**config.mk**
```make
export PLATFORM = sky130hd
export DESIGN_NAME = supply_cal_sequencer
export DESIGN_NICKNAME = d
export VERILOG_FILES = /design/src/rtl/supply_cal_pkg.sv /design/src/rtl/supply_cal_filter.sv /design/src/rtl/supply_cal_satcnt.sv /design/src/rtl/supply_cal_sequencer.sv
export SDC_FILE = /design/constraint.sdc
export NUM_CORES = 1
export LEC_CHECK = 0
export ABC_AREA = 1
export BUFFER_PORTS_ARGS = -buffer_cell sky130_fd_sc_hd__buf_2
export CORE_UTILIZATION = 35
export CTS_CLUSTER_SIZE = 14
export DETAILED_ROUTE_END_ITERATION = 8
export SYNTH_ARGS = -nofsm -noshare
export SYNTH_HDL_FRONTEND = slang
export SYNTH_SLANG_ARGS = --single-unit
```
**constraint.sdc**
```tcl
create_clock -name clk -period 4.3 [get_ports clk]
set_input_delay 0.215 -clock clk [delete_from_list [all_inputs] [get_ports clk]]
set_output_delay 0.215 -clock clk [all_outputs]
set_load 0.005 [all_outputs]
```
**src/rtl/supply_cal_pkg.sv**
```systemverilog
package supply_cal_pkg;

    typedef enum logic [1:0] {
        LV_OPER = 2'd0,
        LV_LOW  = 2'd1,
        LV_MID  = 2'd2,
        LV_HIGH = 2'd3
    } level_t;

    typedef enum logic [2:0] {
        ST_IDLE     = 3'd0,
        ST_READBACK = 3'd1,
        ST_ARMED    = 3'd2,
        ST_ERASE    = 3'd3,
        ST_COUNT    = 3'd4,
        ST_LOADED   = 3'd5,
        ST_STORE    = 3'd6,
        ST_STORED   = 3'd7
    } seq_state_t;

    // High has priority over mid, mid over low; no flag is the operating level.
    function automatic level_t decode_level(input logic hi, input logic mid, input logic lo);
        if (hi)       return LV_HIGH;
        else if (mid) return LV_MID;
        else if (lo)  return LV_LOW;
        else          return LV_OPER;
    endfunction

endpackage

```
**src/rtl/supply_cal_filter.sv**
```systemverilog
module supply_cal_filter #(
    parameter int STABLE_CYCLES = 4
) (
    input  logic clk,
    input  logic rst_n,
    input  logic raw,
    output logic filt
);
    localparam int CW = $clog2(STABLE_CYCLES + 1);
    localparam logic [CW-1:0] LAST = CW'(STABLE_CYCLES - 1);

    logic [CW-1:0] run_cnt;

    always_ff @(posedge clk or negedge rst_n) begin
        if (!rst_n) begin
            filt    <= 1'b0;
            run_cnt <= '0;
        end else if (raw == filt) begin
            run_cnt <= '0;
        end else if (run_cnt == LAST) begin
            filt    <= raw;
            run_cnt <= '0;
        end else begin
            run_cnt <= run_cnt + 1'b1;
        end
    end
endmodule

```
**src/rtl/supply_cal_satcnt.sv**
```systemverilog
module supply_cal_satcnt #(
    parameter int WIDTH = 6,
    parameter int LIMIT = 63
) (
    input  logic             clk,
    input  logic             rst_n,
    input  logic             clear,
    input  logic             inc,
    output logic [WIDTH-1:0] count
);
    localparam logic [WIDTH-1:0] LIMIT_V = WIDTH'(LIMIT);

    always_ff @(posedge clk or negedge rst_n) begin
        if (!rst_n) begin
            count <= '0;
        end else if (clear) begin
            count <= '0;
        end else if (inc && (count != LIMIT_V)) begin
            count <= count + 1'b1;
        end
    end
endmodule

```
**src/rtl/supply_cal_sequencer.sv**
```systemverilog
module supply_cal_sequencer #(
    parameter int STABLE_CYCLES = 4,
    parameter int N_WIDTH       = 6,
    parameter int MAX_WRITES    = 100,
    parameter int WC_W          = $clog2(MAX_WRITES + 1)
) (
    input  logic               clk,
    input  logic               rst_n,
    input  logic               lvl_high,
    input  logic               lvl_mid,
    input  logic               lvl_low,
    input  logic               motor_active,
    output logic               erase_pulse,
    output logic               store_pulse,
    output logic [N_WIDTH-1:0] cal_value,
    output logic               test_flag,
    output logic               readback_en,
    output logic [WC_W-1:0]    write_count
);
    import supply_cal_pkg::*;

    localparam int N_MAX     = (1 << N_WIDTH) - 1;
    localparam int N_FLAGS   = 3;
    localparam logic [WC_W-1:0] WC_LIMIT = WC_W'(MAX_WRITES);

    // Level persistence filters, one per supply flag
    logic [N_FLAGS-1:0] raw_flags;
    logic [N_FLAGS-1:0] flt_flags;

    assign raw_flags = {lvl_high, lvl_mid, lvl_low};

    for (genvar g = 0; g < N_FLAGS; g++) begin : g_filt
        supply_cal_filter #(.STABLE_CYCLES(STABLE_CYCLES)) u_filt (
            .clk  (clk),
            .rst_n(rst_n),
            .raw  (raw_flags[g]),
            .filt (flt_flags[g])
        );
    end

    // Level events
    level_t cur_lvl;
    level_t prev_lvl;
    logic   lvl_chg;
    logic   dip_evt;

    assign cur_lvl = decode_level(flt_flags[2], flt_flags[1], flt_flags[0]);
    assign lvl_chg = (cur_lvl != prev_lvl);

    always_ff @(posedge clk or negedge rst_n) begin
        if (!rst_n) prev_lvl <= LV_OPER;
        else        prev_lvl <= cur_lvl;
    end

    // State register
    seq_state_t state;
    seq_state_t nxt;
    logic       exhausted;

    assign exhausted = (write_count == WC_LIMIT);
    assign dip_evt   = (state == ST_COUNT) && lvl_chg &&
                       (cur_lvl == LV_MID) && (prev_lvl == LV_HIGH);

    always_ff @(posedge clk or negedge rst_n) begin
        if (!rst_n) state <= ST_IDLE;
        else        state <= nxt;
    end

    // Next-state logic
    always_comb begin
        nxt = state;
        unique case (state)
            ST_IDLE: begin
                if (lvl_chg && cur_lvl == LV_HIGH) nxt = ST_READBACK;
            end
            ST_READBACK: begin
                if (lvl_chg) begin
                    if (cur_lvl == LV_LOW && motor_active)            nxt = ST_ARMED;
                    else if (cur_lvl == LV_LOW || cur_lvl == LV_OPER) nxt = ST_IDLE;
                end
            end
            ST_ARMED: begin
                if (lvl_chg) begin
                    if (cur_lvl == LV_HIGH)      nxt = exhausted ? ST_COUNT : ST_ERASE;
                    else if (cur_lvl == LV_OPER) nxt = ST_IDLE;
                end
            end
            ST_ERASE: nxt = ST_COUNT;
            ST_COUNT: begin
                if (lvl_chg) begin
                    if (cur_lvl == LV_LOW)       nxt = ST_LOADED;
                    else if (cur_lvl == LV_OPER) nxt = ST_IDLE;
                end
            end
            ST_LOADED: begin
                if (lvl_chg) begin
                    if (cur_lvl == LV_HIGH)      nxt = exhausted ? ST_STORED : ST_STORE;
                    else if (cur_lvl == LV_OPER) nxt = ST_IDLE;
                end
            end
            ST_STORE: nxt = ST_STORED;
            ST_STORED: begin
                if (lvl_chg && (cur_lvl == LV_LOW || cur_lvl == LV_OPER)) nxt = ST_IDLE;
            end
            default: nxt = ST_IDLE;
        endcase
    end

    // Dip counter forming n, cleared while armed
    logic [N_WIDTH-1:0] dip_count;

    supply_cal_satcnt #(.WIDTH(N_WIDTH), .LIMIT(N_MAX)) u_dips (
        .clk  (clk),
        .rst_n(rst_n),
        .clear(state == ST_ARMED),
        .inc  (dip_evt),
        .count(dip_count)
    );

    // Completed-store counter
    supply_cal_satcnt #(.WIDTH(WC_W), .LIMIT(MAX_WRITES)) u_writes (
        .clk  (clk),
        .rst_n(rst_n),
        .clear(1'b0),
        .inc  (state == ST_STORE),
        .count(write_count)
    );

    // Calibration word: loaded as the store state is entered
    always_ff @(posedge clk or negedge rst_n) begin
        if (!rst_n)                cal_value <= '0;
        else if (nxt == ST_STORE)  cal_value <= dip_count;
    end

    // Outputs
    always_comb begin
        erase_pulse = 1'b0;
        store_pulse = 1'b0;
        readback_en = 1'b0;
        test_flag   = 1'b0;
        unique case (state)
            ST_READBACK: readback_en = 1'b1;
            ST_ERASE:    erase_pulse = 1'b1;
            ST_COUNT:    test_flag   = 1'b1;
            ST_LOADED:   test_flag   = 1'b1;
            ST_STORE: begin
                store_pulse = 1'b1;
                test_flag   = 1'b1;
            end
            ST_STORED:   test_flag   = 1'b1;
            default: ;
        endcase
    end
endmodule

```
==> reports/qor.yml <==
outcome: "completed"
reg2reg_from: "g_filt[2].u_filt.filt"
combinationalPowerShare: 0.412
syn_area_sq_mm: 0.00194
die_h_um: 76.5
crit_top_cell: "nand2_1"
overflow: 0
ys_seq_elements: 36
synth_simple_gate_area_frac: 0.311
fp.dieArea_sq_mm: 0.00585
p_seq_frac: 0.378
crit_fanout: 10
dp_hpwl_mm: 2.76
synth_compound_area_frac: 0.0542
synth_area_leader_cell: "dfrtp_1"
ctsRootBufferMaster: "clkbuf_8"
core_area_sq_mm: 0.00524
place_congestion: 0.946
nets: 269
setup_violations: 0
period_share: 0.428
slew_viol_final: 0
postRouteAntennaNets: 0
synth-xor-area-share: 0.0542
period_minus_slack_ns: 1.84
pre_cts_slack_ns: 2.48
clk_latency_ns: 0.28
rsz0062_at_grt: "false"
num_antenna_cells: 0
power_density_mw_per_mm2: 623
layout.cells.most_common: "nand2_1"
maxCapViolations: 0
cts_setup_buffers: 0
sw_frac_of_total: 0.423
rrSetupSlack_ns: 2.46
reg2reg_depth: 13
path_clk_slew_ns: 0.07
fp-row-count: 26
numClockSinks: 36
ctsLongestPathBuffers: 2
vias: 1571
start_util: 0.371
switchingPower_w: 0.000586
grtUsageTotal: 0.143
crit_path_max_incr_delay_ns: 0.57
ir_drop_uv: 276
synthTopCellsByArea: "dfrtp_1 (46%), nand2_1 (9.1%), inv_1 (5.2%)"
cts_inserted_buffers: 5
postSynthCellCount: 231
wl_mm: 3.76
drt-initial-drc-count: 193
worstPathRequired_ns: 4.48
port-buffer-count: 22
drc: 0
max_freq_mhz: 544
synth_seq_area_share: 0.464
wl_per_cell_um: 11.5
rr_endpoint: "cal_value[3]"
area_delta_synth_final_pct: 14.6
yosys.area_share.adder: 0.0387
ctsResizeCount: 0
grt_first_pass_wirelength_mm: 6.75
final_cell_mix: "nand2_1 (47), dfrtp_1 (36), inv_1 (27)"
hold_viol: 0
ctsHoldBuffers: 0
path_class: "reg2reg"
tns_ns: 0
grt_pass1_vias: 1530
synthMuxAreaShare: 0
cts_tree: "built"
worstPathCellList: "inv_6 -> nand2_4 -> nand2_1 -> nand2_1 -> nand3_4 -> nand2_1 -> nand2_1 -> nand2_1 -> nand2_1 -> nand2_1 -> nand2_2 -> nand3_1 -> nand2_1"
power.internal_w: 0.000800
cp.arrival_ns: 2.02
p_total_w: 0.00139
synth_cell_types: 30
grt_max_degree: 37
antenna_found_initial: 0
fillers: 525
crit_path_end_kind: "flop"
drive_gt1_frac: 0.198
p_clk_frac: 0.210
worstMarginPinSlew_ns: 0.820
die_x_um: 76.5
hold_path.class: "in2async"
synth_nets: 243
synth.avg_cell_area_sq_um: 8.40
p_leak_nw: 1.14
maxSlewHeadroom: 0.453
synth_top_family_by_area: "simple AND/OR/NAND/NOR gates"
critPathLaunchType: "flop"
synth_top_area_frac: 0.464
via_per_inst: 4.79
setup_slack_ns: 2.46
skew_ns: 0.00390
synth_warnings: 0
crit_slowest_cell: "dfrtp_1"
htreeDepth: 2
num_io_pins: 23
firstDrtPassIters: 4
## worst max path at each step
stage / to / slack [ns] / startpoint / cells past startpoint
floorplan: u_writes.count[5] / 2.76 / u_writes.count[0] / 9
global placement: cal_value[2] / 2.47 / g_filt[2].u_filt.filt / 11
detailed placement: cal_value[2] / 2.48 / g_filt[2].u_filt.filt / 11
CTS: cal_value[2] / 2.46 / g_filt[2].u_filt.filt / 11
global route: cal_value[4] / 2.24 / g_filt[2].u_filt.filt / 13
finish: cal_value[3] / 2.46 / g_filt[2].u_filt.filt / 13
## flip-flops by register name (all words and copies together) (netlist names)
| name | count |
|---|---|
| u_dips.count | 6 |
| prev_lvl | 2 |
| state | 3 |
| u_writes.count | 7 |
| cal_value | 6 |
| g_filt.u_filt.filt | 3 |
| g_filt.u_filt.run_cnt | 9 |
## synthesized netlist by cell type (all sizes together)
| cell | count |
|---|---|
| nand2 | 52 |
| dfrtp | 36 |
| inv | 32 |
| nor2 | 26 |
| nand3 | 24 |
| nor3 | 11 |
| o21ai | 10 |
| xor2 | 9 |
| a21oi | 6 |
| ha | 6 |
| nand4 | 5 |
| xnor2 | 3 |
| buf | 2 |
| nor3b | 2 |
| nor4 | 2 |
| a41oi | 1 |
| clkbuf | 1 |
| clkinv | 1 |
| o2111ai | 1 |
| o211ai | 1 |
## critical path: cells and delay by family (launching register included)
kind	cells	cell delay, ns
AND/OR/NAND/NOR	12	1.08
flip-flops	1	0.57
buffers and inverters	1	0.09
## logic make-up after synthesis
| kind of cell | after synthesis |
|---|---|
| AO/OA/AOI/OAI | 19 |
| XOR/XNOR | 12 |
| adder cells (fa/ha/maj) | 6 |
| buffers and inverters | 36 |
| flip-flops | 36 |
| AND/OR/NAND/NOR | 122 |
## routing by layer
metal | part of all wire | global-route usage | up-vias | wire length [um]
li1 | - | - | 797 | -
met4 | 0.0077 | 0.0500 | 0 | 29
met2 | 0.45 | 0.219 | 49 | 1700
met1 | 0.49 | 0.193 | 723 | 1830
met3 | 0.055 | 0.0371 | 2 | 205
met5 | 0 | 0 | - | 0
## cell type report
cell class,count,area (sq um),area share
well taps,70,87.6,0.0394
flip-flops and latches,36,901,0.405
inverters,33,129,0.0580
repair buffers,22,110,0.0495
clock inverters,2,35.0,0.0158
multi-input cells,159,888,0.400
clock buffers,6,72.6,0.0326
## per-stage QoR
| step | cells | area (sq um) | hold WS, ns | utilization |
|---|---|---|---|---|
| final | 328 | 2220 | 0.0197 | 0.425 |
| after detailed placement | 320 | 2120 | 0.372 | 0.404 |
| after CTS | 328 | 2220 | 0.0608 | 0.425 |
| after global placement | 320 | 2120 | 0.374 | 0.404 |
| after global routing | 328 | 2220 | 0.0942 | 0.425 |
| after floorplan | 231 | 1940 | -0.0806 | - |
## power by group through the flow
| stage | registers [W] | clock network, W | logic, W |
|---|---|---|---|
| after floorplan | 0.000496 | 0 | 0.000464 |
| after global placement | 0.000528 | 0 | 0.000571 |
| after detailed placement | 0.000530 | 0 | 0.000566 |
| after CTS | 0.000524 | 0.000301 | 0.000570 |
| after global routing | 0.000540 | 0.000316 | 0.000655 |
| final | 0.000524 | 0.000291 | 0.000571 |
Power figures use the tool's default switching activity.
